$ cat src/rtl/fpstk_pkg.sv
package fpstk_pkg;

    localparam int unsigned EXP_W   = 15;
    localparam int unsigned SIG_W   = 64;
    localparam int unsigned FP_W    = 1 + EXP_W + SIG_W;
    localparam int unsigned NREG    = 8;
    localparam int unsigned PTR_W   = $clog2(NREG);
    localparam int unsigned TAG_W   = 2;
    localparam int unsigned TWORD_W = TAG_W * NREG;
    localparam int unsigned STAT_W  = 16;
    localparam int unsigned EXC_W   = 6;

    // status word positions the surrounding unit decodes
    localparam int unsigned ST_IE     = 0;
    localparam int unsigned ST_SF     = 6;
    localparam int unsigned ST_ES     = 7;
    localparam int unsigned ST_C1     = 9;
    localparam int unsigned ST_TOP_LO = 11;

    typedef struct packed {
        logic             sign;
        logic [EXP_W-1:0] exp;
        logic [SIG_W-1:0] sig;
    } fpval_t;

    typedef logic [PTR_W-1:0] ptr_t;

    typedef enum logic [TAG_W-1:0] {
        TAG_VALID   = 2'b00,
        TAG_ZERO    = 2'b01,
        TAG_SPECIAL = 2'b10,
        TAG_EMPTY   = 2'b11
    } tag_e;

    typedef enum logic [1:0] {
        OP_IDLE = 2'b00,
        OP_POP  = 2'b01,
        OP_PUSH = 2'b10,
        OP_REPL = 2'b11
    } op_e;

    typedef struct packed {
        logic over;
        logic under;
    } fault_t;

    localparam fpval_t QNAN_DEFAULT = '{
        sign: 1'b1,
        exp:  {EXP_W{1'b1}},
        sig:  {2'b11, {(SIG_W-2){1'b0}}}
    };

    function automatic tag_e classify_tag(input fpval_t v);
        if (v.exp == {EXP_W{1'b1}})
            return TAG_SPECIAL;
        if (v.exp == '0)
            return (v.sig == '0) ? TAG_ZERO : TAG_SPECIAL;
        if (!v.sig[SIG_W-1])
            return TAG_SPECIAL;
        return TAG_VALID;
    endfunction

    function automatic tag_e tag_at(input logic [TWORD_W-1:0] w, input ptr_t i);
        return tag_e'(w[TAG_W*i +: TAG_W]);
    endfunction

endpackage

$ cat src/rtl/fpstk_seq.sv
module fpstk_seq
    import fpstk_pkg::*;
(
    input  logic               clk,
    input  logic               rst,
    input  logic               push_i,
    input  logic               pop_i,
    input  logic [TWORD_W-1:0] tag_word_i,
    output ptr_t               top_o,
    output ptr_t               idx_o,
    output logic               wr_en_o,
    output logic               clr_en_o,
    output logic               wr_nan_o,
    output fault_t             fault_o
);

    ptr_t top_q, top_d;
    ptr_t below;
    op_e  op;
    tag_e cur_tag, below_tag;

    assign op        = op_e'({push_i, pop_i});
    assign below     = ptr_t'(top_q - 1'b1);
    assign cur_tag   = tag_at(tag_word_i, top_q);
    assign below_tag = tag_at(tag_word_i, below);

    always_comb begin
        top_d    = top_q;
        idx_o    = top_q;
        wr_en_o  = 1'b0;
        clr_en_o = 1'b0;
        wr_nan_o = 1'b0;
        fault_o  = '0;
        unique case (op)
            OP_PUSH: begin
                idx_o         = below;
                wr_en_o       = 1'b1;
                fault_o.over  = (below_tag != TAG_EMPTY);
                wr_nan_o      = fault_o.over;
                top_d         = below;
            end
            OP_POP: begin
                clr_en_o      = 1'b1;
                fault_o.under = (cur_tag == TAG_EMPTY);
                top_d         = ptr_t'(top_q + 1'b1);
            end
            OP_REPL: begin
                wr_en_o       = 1'b1;
                fault_o.under = (cur_tag == TAG_EMPTY);
            end
            default: ;
        endcase
    end

    always_ff @(posedge clk) begin
        if (rst) top_q <= '0;
        else     top_q <= top_d;
    end

    assign top_o = top_q;

    // lone push moves the pointer down by one, modulo the register count
    a_r2_push_moves_down: assert property (@(posedge clk) disable iff (rst)
        (push_i && !pop_i) |=> (top_q == ptr_t'($past(top_q) - 1'b1)));

    // lone pop moves the pointer up by one
    a_r3_pop_moves_up: assert property (@(posedge clk) disable iff (rst)
        (pop_i && !push_i) |=> (top_q == ptr_t'($past(top_q) + 1'b1)));

    // combined request leaves the pointer in place
    a_r9_repl_keeps_top: assert property (@(posedge clk) disable iff (rst)
        (pop_i && push_i) |=> $stable(top_q));

    // a combined request never reports overflow
    a_r9_repl_no_overflow: assert property (@(posedge clk) disable iff (rst)
        (pop_i && push_i) |-> !fault_o.over);

endmodule

$ cat src/rtl/fpstk_bank.sv
module fpstk_bank
    import fpstk_pkg::*;
(
    input  logic               clk,
    input  logic               rst,
    input  logic               wr_en_i,
    input  logic               clr_en_i,
    input  ptr_t               idx_i,
    input  fpval_t             wr_data_i,
    input  tag_e               wr_tag_i,
    input  ptr_t               rd_idx_i,
    output fpval_t             rd_data_o,
    output logic [TWORD_W-1:0] tag_word_o
);

    fpval_t data_q [NREG];
    tag_e   tag_q  [NREG];

    for (genvar i = 0; i < NREG; i++) begin : g_reg
        logic hit;
        assign hit = (idx_i == ptr_t'(i));

        always_ff @(posedge clk) begin
            if (rst) begin
                data_q[i] <= '0;
                tag_q[i]  <= TAG_EMPTY;
            end else if (wr_en_i && hit) begin
                data_q[i] <= wr_data_i;
                tag_q[i]  <= wr_tag_i;
            end else if (clr_en_i && hit) begin
                tag_q[i]  <= TAG_EMPTY;
            end
        end

        assign tag_word_o[TAG_W*i +: TAG_W] = tag_q[i];
    end

    assign rd_data_o = data_q[rd_idx_i];

    // written operand lands in the addressed register
    a_r2_write_lands: assert property (@(posedge clk) disable iff (rst)
        wr_en_i |=> (data_q[$past(idx_i)] == $past(wr_data_i)));

    // a lone pop leaves the released register empty
    a_r3_pop_empties: assert property (@(posedge clk) disable iff (rst)
        (clr_en_i && !wr_en_i) |=> (tag_q[$past(idx_i)] == TAG_EMPTY));

    // the stored tag is the tag presented with the write
    a_r4_tag_stored: assert property (@(posedge clk) disable iff (rst)
        wr_en_i |=> (tag_q[$past(idx_i)] == $past(wr_tag_i)));

endmodule

$ cat src/rtl/fpstk_flags.sv
module fpstk_flags
    import fpstk_pkg::*;
(
    input  logic             clk,
    input  logic             rst,
    input  fault_t           fault_i,
    input  logic [EXC_W-1:0] mask_i,
    output logic             ie_o,
    output logic             sf_o,
    output logic             c1_o,
    output logic             es_o
);

    logic             ie_q, sf_q, c1_q;
    logic [EXC_W-1:0] exc_vec;

    always_ff @(posedge clk) begin
        if (rst) begin
            ie_q <= 1'b0;
            sf_q <= 1'b0;
            c1_q <= 1'b0;
        end else if (fault_i.over) begin
            ie_q <= 1'b1;
            sf_q <= 1'b1;
            c1_q <= 1'b1;
        end else if (fault_i.under) begin
            ie_q <= 1'b1;
            sf_q <= 1'b1;
            c1_q <= 1'b0;
        end
    end

    assign exc_vec = {{(EXC_W-1){1'b0}}, ie_q};
    assign es_o    = |(exc_vec & ~mask_i);
    assign ie_o    = ie_q;
    assign sf_o    = sf_q;
    assign c1_o    = c1_q;

    // overflow raises stack fault, invalid and C1
    a_r5_overflow_flags: assert property (@(posedge clk) disable iff (rst)
        fault_i.over |=> (sf_q && ie_q && c1_q));

    // underflow raises stack fault and invalid, clears C1
    a_r6_underflow_flags: assert property (@(posedge clk) disable iff (rst)
        (fault_i.under && !fault_i.over) |=> (sf_q && ie_q && !c1_q));

    // sticky fault flags
    a_r7_sf_sticky: assert property (@(posedge clk) disable iff (rst)
        sf_q |=> sf_q);

    // C1 holds without a fault
    a_r7_c1_hold: assert property (@(posedge clk) disable iff (rst)
        (fault_i == '0) |=> $stable(c1_q));

    // summary never set without an underlying exception
    a_r8_es_needs_ie: assert property (@(posedge clk) disable iff (rst)
        es_o |-> ie_q);

endmodule

$ cat src/rtl/fpstk_ctrl.sv
module fpstk_ctrl
    import fpstk_pkg::*;
(
    input  logic               clk,
    input  logic               rst,
    input  logic               push_i,
    input  logic               pop_i,
    input  logic [FP_W-1:0]    push_data_i,
    input  logic [EXC_W-1:0]   fpu_mask_i,
    output logic [FP_W-1:0]    tos_data_o,
    output logic [STAT_W-1:0]  status_o,
    output logic [TWORD_W-1:0] tag_word_o
);

    ptr_t               top, idx;
    logic               wr_en, clr_en, wr_nan;
    fault_t             fault;
    logic [TWORD_W-1:0] tag_word;
    fpval_t             wr_data, rd_data, push_val;
    tag_e               wr_tag;
    logic               ie, sf, c1, es;

    assign push_val = fpval_t'(push_data_i);

    fpstk_seq u_seq (
        .clk        (clk),
        .rst        (rst),
        .push_i     (push_i),
        .pop_i      (pop_i),
        .tag_word_i (tag_word),
        .top_o      (top),
        .idx_o      (idx),
        .wr_en_o    (wr_en),
        .clr_en_o   (clr_en),
        .wr_nan_o   (wr_nan),
        .fault_o    (fault)
    );

    always_comb begin
        if (wr_nan) begin
            wr_data = QNAN_DEFAULT;
            wr_tag  = TAG_SPECIAL;
        end else begin
            wr_data = push_val;
            wr_tag  = classify_tag(push_val);
        end
    end

    fpstk_bank u_bank (
        .clk        (clk),
        .rst        (rst),
        .wr_en_i    (wr_en),
        .clr_en_i   (clr_en),
        .idx_i      (idx),
        .wr_data_i  (wr_data),
        .wr_tag_i   (wr_tag),
        .rd_idx_i   (top),
        .rd_data_o  (rd_data),
        .tag_word_o (tag_word)
    );

    fpstk_flags u_flags (
        .clk     (clk),
        .rst     (rst),
        .fault_i (fault),
        .mask_i  (fpu_mask_i),
        .ie_o    (ie),
        .sf_o    (sf),
        .c1_o    (c1),
        .es_o    (es)
    );

    always_comb begin
        status_o                      = '0;
        status_o[ST_IE]               = ie;
        status_o[ST_SF]               = sf;
        status_o[ST_ES]               = es;
        status_o[ST_C1]               = c1;
        status_o[ST_TOP_LO +: PTR_W]  = top;
    end

    assign tos_data_o = (tag_at(tag_word, top) == TAG_EMPTY) ? QNAN_DEFAULT : rd_data;
    assign tag_word_o = tag_word;

    // an overflowing push leaves a special-tagged register at the new top
    a_r5_overflow_special: assert property (@(posedge clk) disable iff (rst)
        (push_i && !pop_i && fault.over) |=> (tag_at(tag_word_o, top) == TAG_SPECIAL));

    // status pointer field follows the pointer after a push
    a_r2_status_field: assert property (@(posedge clk) disable iff (rst)
        (push_i && !pop_i) |=> (status_o[ST_TOP_LO +: PTR_W] == ptr_t'($past(top) - 1'b1)));

endmodule

$ cat config.mk
export PLATFORM = sky130hd
export DESIGN_NAME = fpstk_ctrl
export DESIGN_NICKNAME = d
export VERILOG_FILES = /design/src/rtl/fpstk_pkg.sv /design/src/rtl/fpstk_seq.sv /design/src/rtl/fpstk_bank.sv /design/src/rtl/fpstk_flags.sv /design/src/rtl/fpstk_ctrl.sv
export SDC_FILE = /design/constraint.sdc
export NUM_CORES = 1
export LEC_CHECK = 0
export BUFFER_PORTS_ARGS = -buffer_cell sky130_fd_sc_hd__buf_2
export CELL_PAD_IN_SITES_DETAIL_PLACEMENT = 2
export CELL_PAD_IN_SITES_GLOBAL_PLACEMENT = 2
export CORE_MARGIN = 2
export CORE_UTILIZATION = 40
export DETAILED_ROUTE_END_ITERATION = 7
export GPL_TIMING_DRIVEN = 0
export PLACE_DENSITY_LB_ADDON = 0.15
export SLEW_MARGIN = 20
export SYNTH_ARGS = -nofsm -noshare
export SYNTH_HDL_FRONTEND = slang
export SYNTH_SLANG_ARGS = --single-unit
export TNS_END_PERCENT = 10
$ cat constraint.sdc
create_clock -name clk -period 15.6 [get_ports clk]
set_input_delay 3.9 -clock clk [delete_from_list [all_inputs] [get_ports clk]]
set_output_delay 3.9 -clock clk [all_outputs]
set_load 0.05 [all_outputs]
# Word-level counts from Yosys, hierarchy flattened
# Memory sizes are Yosys's and may differ from the RTL's. A register that Yosys moved wholly into a read port is not among the register bits.
# Index checks and enable logic that the tools add are counted.
# op_classes
mux,113
bitwise_logic,26
shifts,2
eq_ne,13
reduce_logical,24
n_addsub,2
# ops
operator,n
80-bit 2-to-1 mux,10
1-bit 2-to-1 mux,75
64-bit logical NOT,1
2-bit 2-to-1 mux,24
16-bit by 5-bit variable part select with 2-bit output,2
1-bit bitwise OR,24
1-bit logical AND,16
"15-bit equality test, second input constant",1
15-bit logical NOT,1
"3-bit equality test, second input constant",4
3-bit 2-to-1 mux,3
1-bit by 6-bit AND with 6-bit output,1
"2-bit equality test, second input constant",3
"3-bit by 2-bit equality test with 1-bit output, second input constant",2
6-bit NOT,1
3-bit one-hot mux with 2 select lines,1
6-bit OR reduction,1
2-bit nonzero test,2
2-bit OR reduction,2
"3-bit by 1-bit adder with 3-bit output, second input constant",1
"3-bit by 1-bit equality test with 1-bit output, second input constant",1
3-bit logical NOT,1
"3-bit by 1-bit subtractor with 3-bit output, second input constant",1
"2-bit by 1-bit equality test with 1-bit output, second input constant",1
"2-bit inequality test, second input constant",1
# word_totals
mem_count,2
regBits,5
wordCells,185
mem_bits_rw,656
# mem_list
name,words,word_bits,rd,rd_clocked_by_memory_dff,wr,line,source
u_bank.data_q,8,80,1,1,8,fpstk_bank.sv:16,fpval_t data_q [NREG];
u_bank.tag_q,8,2,8,0,8,fpstk_bank.sv:17,tag_e tag_q [NREG];

# Depth between registers and ports, before layout
# depth
word_depth,16
mapped_depth,11
mapped_depth_nobuf,7

# Cells and area by module
# Synthesis repeated with hierarchy kept, for this count alone.
# hier_totals
hier_cells,2156
hier_area_um2,30812.1
# modules_own_cells
module,instances,seq_area_each_um2,area_each_um2,cells_each
fpstk_bank,1,19698.9,28812.6,1850
fpstk_ctrl,1,0.0,1470.2,237
fpstk_seq,1,60.1,447.9,60
fpstk_flags,1,40.0,81.3,9

# Worst setup path before layout
# OpenSTA, ideal clock, no wires.
# synth_path
path_type,input to register
start,input port pop_i
end,"memory u_bank.tag_q[1][0] (netlist name), enable pin"
arrival_ns,11.518
stages,8
t_required_ns,15.279
path_buffers,1
path_slack_ns,3.761
cell_sequence,inv_1 ha_1 buf_2 a21boi_0 or2_2 o21ai_0 o31ai_1 o21bai_1
# synth_rtl
item,line,source
start: declaration,fpstk_ctrl.sv:7,"input logic pop_i,"
end: declaration,fpstk_bank.sv:17,

# Worst setup path after layout
# layout_path
start,input port fpu_mask_i[0]
end,output port status_o[7]
# layout_between
elab_chain_len,3
# layout_rtl
item,line,source
start: declaration,fpstk_ctrl.sv:9,"input logic [EXC_W-1:0] fpu_mask_i,"
6-bit NOT,fpstk_flags.sv:34,assign es_o = |(exc_vec & ~mask_i);
1-bit by 6-bit AND with 6-bit output,fpstk_flags.sv:34,
6-bit OR reduction,fpstk_flags.sv:34,
end: declaration,fpstk_ctrl.sv:11,"output logic [STAT_W-1:0] status_o,"
# No other way between the ends.

==> summary.md <==
| Metric | Value |
|---|---|
| Status | finished, final reports clean |
| Reg-to-reg endpoint | u_bank.data_q[1][6]$_SDFFCE_PN0P_ |
| Cell type of the slowest stage on the worst timing path | sky130_fd_sc_hd__buf_2 |
| Dominant combinational cell family by area after synthesis | simple AND/OR/NAND/NOR gates |
| XOR/XNOR share of the synthesized area | 0.146% |
| Startpoint of the lowest-slack hold path | u_flags.c1_o$_SDFFE_PP0P_ |
| Leading cell type in the layout, fill and taps excluded | sky130_fd_sc_hd__edfxtp_1 |
| Count of flip-flops with a built-in enable after synthesis | 656 |
| Count of input and output buffers | 186 |
| Beginning of the worst register-to-register path | u_seq.top_o[0]$_SDFFE_PP0N_ |
| Antenna violations before repair | 11 |
| Final net count | 2346 |
| Global routing met3 resource utilization | 3.12% |
| Fill cell count | 7019 |
| Leading cell types in the layout, fill and taps excluded | 656 x sky130_fd_sc_hd__edfxtp_1, 496 x sky130_fd_sc_hd__and2_1, 225 x sky130_fd_sc_hd__nor2_1 |
| Max-capacitance violation count | 0 |
| Mean cell area of the mapped netlist | 15.5 µm² |
| Post-route minimum period | 8380 ps |
| Number of cells produced by synthesis | 1936 |
| Final GP Congestion | 0.800 |
| Initial core utilization | 40.4% |
| Fraction of the yosys area taken by sequential cells | 66.2% |
| Synth Area in Adders | 0.250% |
| Clock tree from TritonCTS | built |
| Final Slew Violations | 0 |
| Worst-case setup slack after placement | 7210 ps |
| Worst slew pin tran | 1090 ps |
| Smallest setup slack after layout | 7220 ps |
| RSZ-0062 raised after global routing | no |
| Area overhead of the layout relative to synthesis | 18.4% |
| Antenna violation net count after detailed routing | 0 |
| Type of element launching the critical path | input pin |
| Number of warnings printed during yosys synthesis | 0 |
| Final number of setup-violating endpoints | 0 |
| Netlist area before placement | 30000 µm² |
| Number of storage elements in the synthesis netlist | 664 |
| Worst path arrival time | 4480 ps |
| Die area | 77200 µm² |
| Vias in the first global route | 20.2k |
| IR Drop Worst-Case VDD | 0.0865 mV |
| Post-Route Utilization | 47.8% |
| Main area contributors after synthesis | sky130_fd_sc_hd__edfxtp_1 66%, sky130_fd_sc_hd__mux4_2 12%, sky130_fd_sc_hd__and2_1 10% |
| Hold/Removal Path Class | flop to flop |
| Critical path fanouts, max | 1 |
| GRT Overall Usage | 25.0% |
| Core Footprint | 74300 µm² |
| Worst path depth | 4 |
| Cell Count, Final, Fillers Out | 3280 |
| Routed vias/inst | 5.48 |
| Total routed wirelength | 95800 µm |
| Largest clock skew in the final design | 25.0 ps |
| Netlist cell types | 42 |
| PD cells | 131 nW/µm² |
| Global-route wire length before repair | 140000 µm |
| Vertical extent of the die | 278 µm |
| Total congestion overflow after global routing | 0 |
| Clock transition at the registers of the reported paths | 60 ps |
| Worst slew slack as a fraction of its limit | 27.2% |
| Top cell type's share of synthesized area | 65.6% |
| DRC Markers | 0 |
| Leakage power total | 13.0 nW |
| Cell type with the largest total area after synthesis | sky130_fd_sc_hd__edfxtp_1 |
| Most common cell on crit path | sky130_fd_sc_hd__buf_2 |
| Met2 layer usage reported by global route | 45.1% |
| Worst Path Required | 11700 ps |
| Post-synthesis mux area share | 14.4% |
| Overall via count from detail_route | 18.0k |
| List of cells traversed by the critical path | buf_2 > nor2b_1 > buf_4 > buf_2 |
| Number of hold-repair buffers added at the cts stage | 0 |
| Horiz. Die Dim | 278 µm |
| Count of cells resized by post-cts repair | 0 |
| First element of the critical path | fpu_mask_i[0] |
| Length in cells of the worst reg-to-reg path | 9 |
| Maximum number of pins on one net before global-route repair | 40 |
| Drt initial violations | 1190 |
| Number of top-level pins | 202 |
| Setup crit end kind | output pin |
| Number of levels the H-tree was split into | 3 |
| CP peak stage delay | 250 ps |
| Total clock sinks | 664 |
| Number of cells in the design after placement | 3142 |
| Number of buffers inserted during clock tree synthesis | 75 |
| Clock Root Buffer | sky130_fd_sc_hd__clkbuf_16 |
| Crit path kind | input pin to output pin |
| Final number of hold-violating endpoints | 0 |
| Clock Path Buffers | 3 |
| Buffers plus inverters on the worst setup path | 3 |
| Cell type group with the largest total delay on the critical path | buffers and inverters |
| Ratio of cells with drive above 1 in the final layout | 24.6% |
| Post-detailed-placement half-perimeter wirelength | 64100 µm |
| Buffer count from post-CTS setup fixing | 0 |
| Most crowded layer after global routing | met2 |
| Timing endpoint of the critical path | status_o[7] |
| Count of TritonRoute iterations in the first routing pass | 7 |
| Top FF cell, synth | sky130_fd_sc_hd__edfxtp_1 |
| Crit share post-route | 53.7% |
| Simple-Gate Fraction of Synth Area | 15.6% |
| Fraction of synthesis flops using an asynchronous set or reset pin | 0% |
| Floorplan row count | 100 |
| Register-to-register setup slack | 11660 ps |
| Grt met1 use | 31.8% |
| Share of the synthesized area in compound gates (AO/OA/AOI/OAI) | 1.24% |
| Fmax | 0.119 GHz |
| WL/cell | 29.2 µm |
| Source-to-sink clock delay at the later pin of the worst-skew pair | 620 ps |
-- final cells by class --
type | count | area [µm²] | area share (%)
Timing Repair Buffer | 229 | 1830 | 5.16
Clock buffer | 94 | 2030 | 5.72
Multi-Input combinational cell | 1134 | 9640 | 27.1
Sequential cell | 664 | 19900 | 55.9
Buffer | 140 | 618 | 1.74
Inverter | 6 | 22.5 | 0.0634
Antenna cell | 2 | 5.00 | 0.0141
Clock inverter | 42 | 323 | 0.908
Tap cell | 969 | 1210 | 3.41
-- cell usage after synthesis, drive strengths merged (2+ instances only) --
library cell / instances
mux4: 164
o31ai: 2
edfxtp: 656
nand2: 22
mux2i: 64
nor4: 22
nand3: 9
ha: 6
dfxtp: 8
a211o: 18
nand4: 8
xor2: 3
o21bai: 8
a21oi: 6
xnor2: 2
a21o: 3
o21ai: 7
and2: 497
inv: 6
nor2b: 20
nor3: 3
or2: 10
nor2: 242
buf: 42
clkbuf: 98
-- how the worst min path moves through the flow --
| stage | end | cells past startpoint |
|---|---|---|
| 6_report | u_flags.c1_o$_SDFFE_PP0P_ | 1 |
| 5_1_grt | u_flags.c1_o$_SDFFE_PP0P_ | 1 |
| 4_1_cts | u_flags.c1_o$_SDFFE_PP0P_ | 1 |
| 3_5_place_dp | u_flags.c1_o$_SDFFE_PP0P_ | 1 |
| 3_3_place_gp | u_flags.c1_o$_SDFFE_PP0P_ | 1 |
| 2_1_floorplan | u_flags.c1_o$_SDFFE_PP0P_ | 1 |
-- kinds of logic after synthesis --
family	after synthesis
buffers and inverters	146
adder cells (fa/ha/maj)	6
AND/OR/NAND/NOR	836
flip-flops	664
multiplexers	228
other	1
XOR/XNOR	5
AO/OA/AOI/OAI	50
-- routing by layer --
metal,share of wire [%],routed length [µm],up-vias
met2,53,51000,395
li1,-,-,7766
met5,0.063,60,-
met1,41,39000,9679
met4,2.1,2040,10
met3,3.9,3760,126
-- power by group --
| part | internal [mW] | total (mW) | switching, mW |
|---|---|---|---|
| combinational | 0.290 | 0.797 | 0.506 |
| sequential | 2.10 | 2.14 | 0.0386 |
| clock | 1.00 | 1.74 | 0.731 |
-- state kept, by name, indices dropped and copies added (netlist names), named ones only --
register	flops
u_bank.tag_q	16
u_flags.sf_o	1
u_seq.top_o	3
u_bank.data_q	640
u_flags.c1_o	1
-- stage by stage --
stage          setup TNS (ps)  power (mW)  instance area (µm²)  hold WS (ps)
2_1_floorplan               0        2.67                30000           461
3_3_place_gp         -1267970        2.95                32200           542
3_5_place_dp                0        2.98                33200           532
4_1_cts                     0        4.72                35500           546
5_1_grt                     0        4.82                35500           571
6_report                    0        4.67                35500           547
Note: power is estimated with default switching activity, not from simulation.
